File: config.mk
export PLATFORM = sky130hd
export DESIGN_NAME = uart_addr_char_match
export DESIGN_NICKNAME = d
export VERILOG_FILES = /design/src/rtl/uacm_pkg.sv /design/src/rtl/uacm_cfg_regs.sv /design/src/rtl/uacm_compare.sv /design/src/rtl/uacm_event_ctrl.sv /design/src/rtl/uart_addr_char_match.sv
export SDC_FILE = /design/constraint.sdc
export NUM_CORES = 1
export LEC_CHECK = 0
export ABC_CLOCK_PERIOD_IN_PS = 2300
export BUFFER_PORTS_ARGS = -buffer_cell sky130_fd_sc_hd__buf_2
export CORE_AREA = 2 2 39 41
export DETAILED_ROUTE_END_ITERATION = 16
export DIE_AREA = 0 0 41 43
export PLACE_DENSITY = 0.7
export SYNTH_ARGS = -nofsm -noshare
export SYNTH_HDL_FRONTEND = slang
export SYNTH_SLANG_ARGS = --single-unit
export TNS_END_PERCENT = 30
File: constraint.sdc
create_clock -name clk -period 2.3 [get_ports clk]
set_input_delay 0.575 -clock clk [delete_from_list [all_inputs] [get_ports clk]]
set_output_delay 0.575 -clock clk [all_outputs]
set_load 0.02 [all_outputs]
File: src/rtl/uacm_pkg.sv
package uacm_pkg;
   typedef enum logic {
      ADDR_NARROW = 1'b0,
      ADDR_WIDE   = 1'b1
   } addr_width_e;

   typedef struct packed {
      logic addr_hit;
      logic char_hit;
   } cmp_result_t;
endpackage

File: src/rtl/uacm_cfg_regs.sv
module uacm_cfg_regs
   import uacm_pkg::*;
#(
   parameter int CHAR_W = 8,
   parameter logic [CHAR_W-1:0] MATCH_RST = '0
) (
   input  logic              clk,
   input  logic              rst_n,
   input  logic              periph_en,
   input  logic              rx_en,
   input  logic              match_wr,
   input  logic [CHAR_W-1:0] match_wdata,
   input  logic              width_wr,
   input  logic              width_wdata,
   output logic [CHAR_W-1:0] match_q,
   output addr_width_e       width_q
);
   logic match_open;
   logic width_open;

   assign match_open = !rx_en || !periph_en;
   assign width_open = !periph_en;

   always_ff @(posedge clk or negedge rst_n) begin
      if (!rst_n) begin
         match_q <= MATCH_RST;
         width_q <= ADDR_NARROW;
      end else begin
         if (match_wr && match_open) match_q <= match_wdata;
         if (width_wr && width_open) width_q <= addr_width_e'(width_wdata);
      end
   end

   AST_MATCH_LOCKED: assert property (@(posedge clk) disable iff (!rst_n)
      (match_wr && rx_en && periph_en) |=> $stable(match_q));
   AST_MATCH_TAKEN: assert property (@(posedge clk) disable iff (!rst_n)
      (match_wr && (!rx_en || !periph_en)) |=> (match_q == $past(match_wdata)));
   AST_WIDTH_LOCKED: assert property (@(posedge clk) disable iff (!rst_n)
      (width_wr && periph_en) |=> $stable(width_q));
   AST_WIDTH_TAKEN: assert property (@(posedge clk) disable iff (!rst_n)
      (width_wr && !periph_en) |=> (width_q == addr_width_e'($past(width_wdata))));
endmodule

File: src/rtl/uacm_compare.sv
module uacm_compare
   import uacm_pkg::*;
#(
   parameter int CHAR_W   = 8,
   parameter int NARROW_W = 4
) (
   input  logic [CHAR_W-1:0] match_q,
   input  addr_width_e       width_q,
   input  logic [CHAR_W-1:0] char_data,
   input  logic              char_is_full,
   output cmp_result_t       result
);
   localparam int WIDE_W  = CHAR_W - 1;
   localparam int SHORT_W = CHAR_W - 1;

   if (NARROW_W < 1 || NARROW_W >= WIDE_W) begin : g_bad_narrow
      $error("NARROW_W must lie between 1 and CHAR_W-2");
   end
   if (CHAR_W < 4) begin : g_bad_char
      $error("CHAR_W must be at least 4");
   end

   logic [CHAR_W-1:0] narrow_mask;
   logic [CHAR_W-1:0] wide_mask;
   logic [CHAR_W-1:0] short_mask;

   for (genvar i = 0; i < CHAR_W; i++) begin : g_mask
      assign narrow_mask[i] = (i < NARROW_W);
      assign wide_mask[i]   = (i < WIDE_W);
      assign short_mask[i]  = (i < SHORT_W);
   end

   logic              mark;
   logic              use_wide;
   logic [CHAR_W-1:0] diff;
   logic [CHAR_W-1:0] addr_mask;
   logic [CHAR_W-1:0] char_mask;

   always_comb begin
      mark      = char_is_full ? char_data[CHAR_W-1] : char_data[CHAR_W-2];
      use_wide  = (width_q == ADDR_WIDE) && char_is_full;
      diff      = char_data ^ match_q;
      addr_mask = use_wide ? wide_mask : narrow_mask;
      char_mask = char_is_full ? '1 : short_mask;
      result.addr_hit = mark && ((diff & addr_mask) == '0);
      result.char_hit = ((diff & char_mask) == '0);
   end
endmodule

File: src/rtl/uacm_event_ctrl.sv
module uacm_event_ctrl
   import uacm_pkg::*;
(
   input  logic        clk,
   input  logic        rst_n,
   input  logic        char_valid,
   input  logic        mute_active,
   input  cmp_result_t cmp,
   input  logic        flag_clr,
   output logic        wake_pulse,
   output logic        match_flag
);
   logic wake_set;
   logic flag_set;

   assign wake_set = char_valid && mute_active && cmp.addr_hit;
   assign flag_set = char_valid && !mute_active && cmp.char_hit;

   always_ff @(posedge clk or negedge rst_n) begin
      if (!rst_n) begin
         wake_pulse <= 1'b0;
         match_flag <= 1'b0;
      end else begin
         wake_pulse <= wake_set;
         if (flag_set)      match_flag <= 1'b1;
         else if (flag_clr) match_flag <= 1'b0;
      end
   end

   AST_WAKE_NEEDS_STROBE: assert property (@(posedge clk) disable iff (!rst_n)
      wake_pulse |-> $past(char_valid && mute_active));
   AST_NO_WAKE_UNMUTED: assert property (@(posedge clk) disable iff (!rst_n)
      !mute_active |=> !wake_pulse);
   AST_SET_BEATS_CLEAR: assert property (@(posedge clk) disable iff (!rst_n)
      (flag_set && flag_clr) |=> match_flag);
   AST_FLAG_STICKY: assert property (@(posedge clk) disable iff (!rst_n)
      (match_flag && !flag_clr) |=> match_flag);
   AST_NO_FLAG_MUTED: assert property (@(posedge clk) disable iff (!rst_n)
      (!match_flag && (mute_active || !char_valid)) |=> !match_flag);
endmodule

File: src/rtl/uart_addr_char_match.sv
module uart_addr_char_match
   import uacm_pkg::*;
#(
   parameter int CHAR_W   = 8,
   parameter int NARROW_W = 4
) (
   input  logic              clk,
   input  logic              rst_n,
   input  logic              periph_en,
   input  logic              rx_en,
   input  logic              match_wr,
   input  logic [CHAR_W-1:0] match_wdata,
   input  logic              width_wr,
   input  logic              width_wdata,
   input  logic              char_valid,
   input  logic [CHAR_W-1:0] char_data,
   input  logic              char_is_full,
   input  logic              mute_active,
   input  logic              match_flag_clr,
   output logic              wake_pulse,
   output logic              match_flag
);
   logic [CHAR_W-1:0] match_q;
   addr_width_e       width_q;
   cmp_result_t       cmp;

   uacm_cfg_regs #(.CHAR_W(CHAR_W), .MATCH_RST('0)) cfg_i (
      .clk(clk), .rst_n(rst_n), .periph_en(periph_en), .rx_en(rx_en),
      .match_wr(match_wr), .match_wdata(match_wdata),
      .width_wr(width_wr), .width_wdata(width_wdata),
      .match_q(match_q), .width_q(width_q)
   );

   uacm_compare #(.CHAR_W(CHAR_W), .NARROW_W(NARROW_W)) cmp_i (
      .match_q(match_q), .width_q(width_q), .char_data(char_data),
      .char_is_full(char_is_full), .result(cmp)
   );

   uacm_event_ctrl evt_i (
      .clk(clk), .rst_n(rst_n), .char_valid(char_valid),
      .mute_active(mute_active), .cmp(cmp), .flag_clr(match_flag_clr),
      .wake_pulse(wake_pulse), .match_flag(match_flag)
   );

   AST_RESET_QUIET: assert property (@(posedge clk) disable iff (!rst_n)
      $rose(rst_n) |-> (!wake_pulse && !match_flag));
endmodule

[Word-level counts from Yosys, hierarchy flattened]
Cells that the tools add are included.
W data, S select, Z words.
Storage, ports and cells
  output and inout bits: 2
  input bits: 27
  register bits after elaboration: 11
  logic and storage cells: 27
Operators by class
  muxes and demuxes: 5
  reduce and logical (&&, ||, !) cells: 15
  bitwise operators: 3
Operators by type and width (count)
  $and A8 B8 Y8: 2
  $logic_not A8 Y1: 2
  $logic_and A1 B1 Y1: 8
  $mux W8: 1
  $xor A8 B8 Y8: 1
  $mux W7: 1
  $logic_not A1 Y1: 3
  $mux W1: 3
  $reduce_bool A2 Y1: 1
  $logic_or A1 B1 Y1: 1

[Logic depth before layout (Yosys ltp)]
  depth in word-level cells: 6
  gate-level depth with buffers: 4
  gate-level depth less buffers: 4

[Cells and area by module]
From an unflattened synthesis, not the netlist that was laid out.
Unflattened totals
  cells, all modules: 39
  area total of the unflattened synthesis: 543.0 sq um
By module, submodules not included
  uacm_cfg_regs: instances 1, seq. area each 225.2 sq um, area an instance 351.6 sq um, cells an instance 20
  uacm_compare: instances 1, seq. area each 0.0 sq um, area an instance 115.1 sq um, cells an instance 13
  uacm_event_ctrl: instances 1, seq. area each 50.0 sq um, area an instance 76.3 sq um, cells an instance 6

[Worst setup path before layout]
Ideal clock, no wire load.
  path type: input -> register
  start point: input port match_wr
  end point: register cfg_i.match_q[0]
  path slack: 0.996 ns
  buffers on the path: 0
  required time: 2.175 ns
  stages on the path: 2
  arrival: 1.179 ns
  setup time: 0.125 ns
  cells stage by stage: a21boi_4 > mux2_2
On the way
  longest elaborated chain between the ends: 1
Ends and longest elaborated chain
  from (decl): line uart_addr_char_match.sv:11  | input logic match_wr,
  $logic_and A1 B1 Y1: line uacm_cfg_regs.sv:29  | if (match_wr && match_open) match_q <= match_wdata;
  to (signal assigned): line uacm_cfg_regs.sv:29
  to (decl): line uacm_cfg_regs.sv:15  | output logic [CHAR_W-1:0] match_q,
No other way between the ends.
A chain may end at the register's enable or synchronous reset.

[Final worst setup path]
  start point: register evt_i.match_flag
  end point: output port match_flag
RTL lines
  from (decl): line uacm_event_ctrl.sv:11  | output logic match_flag
  from (signal assigned): line uacm_event_ctrl.sv:22  | match_flag <= 1'b0;
  from (signal assigned): line uacm_event_ctrl.sv:25  | if (flag_set) match_flag <= 1'b1;
  from (signal assigned): line uacm_event_ctrl.sv:26  | else if (flag_clr) match_flag <= 1'b0;
  to (decl): line uart_addr_char_match.sv:21  | output logic match_flag
No word-level cell between the ends.

==> results_dict.tcl <==
set metrics [dict create \
    hold_buffers 0 \
    finalNetCount 99 \
    crit_start "evt_i.match_flag" \
    htree_num_levels 1 \
    leakagePower_nw 0.347 \
    ant_nets 0 \
    ys_warn_count 0 \
    cpPeakStageDelay_ns 0.37 \
    rows 14 \
    worst-path-buf-inv 1 \
    clk_latency_ns 0.26 \
    layout_setup_ws_ns 0.935 \
    critPathRequiredTime_ns 1.73 \
    final-setup-viol-count 0 \
    place_inst 83 \
    dieArea_sq_um 1760 \
    slew_viol_final 0 \
    start_kind "register" \
    die-width_um 41 \
    core_area_sq_um 1380 \
    synth_cell_types 15 \
    grt-ovfl-total 0 \
    use_met3 0.0471 \
    cts_resized 0 \
    post-route-period-util 0.594 \
    cp.arrival_ns 0.79 \
    synth_area_sq_um 552 \
    path_delay_family "flip-flops" \
    use_met2 0.178 \
    cts_buffers 3 \
    vias 408 \
    cts.sinks 11 \
    seq_area_frac_synth 0.499 \
    register_area_sq_um 275 \
    diodes 0 \
    first_iter_violations 0 \
    grt.total_usage 0.125 \
    fp.dieH_um 43 \
    worst_pin_slew_ns 0.278 \
    cp-end-kind "output pin" \
    max_freq_mhz 732 \
    rsz0062_at_grt "false" \
    path_clk_slew_ns 0.07 \
    grt_antenna_before_repair 0 \
    grt_pass1_vias 363 \
    r2r_cells 4 \
    drc 0 \
    area_growth_pct 33.8 \
    syn_area_per_cell_sq_um 14.1 \
    pre_cts_slack_ns 0.826 \
    design_area_sq_um 738 \
    p_per_area_nw_per_um2 606 \
    portBuffers 28 \
    crit_chain "buf_2" \
    r2r_slack_ns 1.16 \
    synthCells 39 \
    cts_tree "yes" \
    grt_first_pass_wirelength_um 1420 \
    clockBufferDepth 2 \
    dpl_cell_area_sq_um 712 \
    wl_per_cell_um 10.5 \
    syn_nets 66 \
    routed_via_density 4.69 \
    outcome "finished clean" \
    clock_skew_ns 0.00445 \
    rr_startpoint "cfg_i.match_q[3]" \
    cts_setup_buffers 0 \
    initial_utilization 0.399 \
    grt_max_degree 12 \
    cp_num_cells 1 \
    hold_violations 0 \
    fin_setup_tns_ns 0 \
    place_congestion 0.657 \
    finalWirelength_um 911 \
    num-fill-cells 125 \
    worstReg2RegEnd "evt_i.wake_pulse" \
    whs_ns 0.165 \
    path_class "reg2out" \
    busiest_layer "met2" \
    drive_above_1_share 0.606 \
    post-route-min-period_ns 1.37 \
    final-instance-count-excl-fill 87 \
    endpoint "match_flag" \
    slowest_stage "dfrtp_1" \
    cts_root_buf "clkbuf_4" \
    vdd_ir_drop_max_uv 304 \
    drv_cap 0 \
    dr.pass1.iters 1 \
    ys_ff_latch 11 \
    grt_util_met1 0.150 \
    slew-limit-headroom 0.814 \
    worst-path-max-fanout 2 \
    multi_input_area_sq_um 273 \
    min_path_type "in2async" \
    io_pins 29 \
]
## metal layers
layer,vias to the layer above,wire [um]
li1,204,-
met1,185,377
met2,17,457
met3,2,69
met4,0,6
met5,-,0
## cell families (layout without fill, tap and decap cells)
group | count (synthesis) | count (layout) | share of synthesized area
mux | 10 | 10 | 0.204
flops | 11 | 11 | 0.499
compound gates | 4 | 4 | 0.0998
simple gates | 5 | 5 | 0.0635
xor+xnor | 8 | 8 | 0.127
buf+inv | 1 | 33 | 0.00680
## how the worst min path moves through the flow
stage,depth (start not counted),slack [ns],end,startpoint
floorplan,0,0.28,cfg_i.match_q[0],rst_n
global placement,1,0.45,evt_i.match_flag,rst_n
detailed placement,1,0.46,evt_i.match_flag,rst_n
CTS,1,0.16,evt_i.match_flag,rst_n
global route,1,0.16,evt_i.match_flag,rst_n
finish,1,0.16,evt_i.match_flag,rst_n
## power breakdown
group          internal (W)  leakage (nW)  switching, W
clock             0.0000670        0.0150     0.0000627
sequential         0.000215         0.133     0.0000141
combinational     0.0000536         0.199     0.0000347
total              0.000336         0.347      0.000111
## flip-flops by register name (all words and copies together), names as in the netlist
register          cells
evt_i.match_flag      1
cfg_i.width_q         1
evt_i.wake_pulse      1
cfg_i.match_q         8
## cell usage in the layout, fill, tap and decap left out
cell type	synthesis	routed
mux2_1	3	3
nand2_1	1	1
a211o_1	1	1
inv_1	1	1
nand3_2	1	1
xnor2_1	4	4
clkbuf_4	0	3
o22ai_2	1	1
mux2_2	7	7
clkbuf_1	0	1
a311oi_2	1	1
dfrtp_1	11	11
a21boi_4	1	1
nand3_1	1	1
xor2_1	4	4
buf_2	0	28
nor2b_1	1	1
nor3_2	1	1
## area by class of cell
cell class              instances  area share
clock buffers                   4      0.0356
inverters                       1     0.00508
multi-input cells              27       0.369
flip-flops and latches         11       0.373
well taps                      16      0.0271
repair buffers                 28       0.190
## synthesized netlist by cell type
cell       n  area share
dfrtp_1   11        0.50
mux2_2     7        0.14
xnor2_1    4       0.063
xor2_1     4       0.063
mux2_1     3       0.061
a211o_1    1       0.016
a21boi_4   1       0.034
a311oi_2   1       0.027
inv_1      1      0.0068
nand2_1    1      0.0068
nand3_1    1      0.0091
nand3_2    1       0.018
nor2b_1    1       0.011
nor3_2     1       0.018
o22ai_2    1       0.023
## stage by stage
step	power (W)	utilization
finish	0.000447	0.533
global route	0.000478	0.533
CTS	0.000457	0.533
detailed placement	0.000324	0.514
global placement	0.000321	0.514
floorplan	0.000286	-
Note: power is estimated with default switching activity, not from simulation.
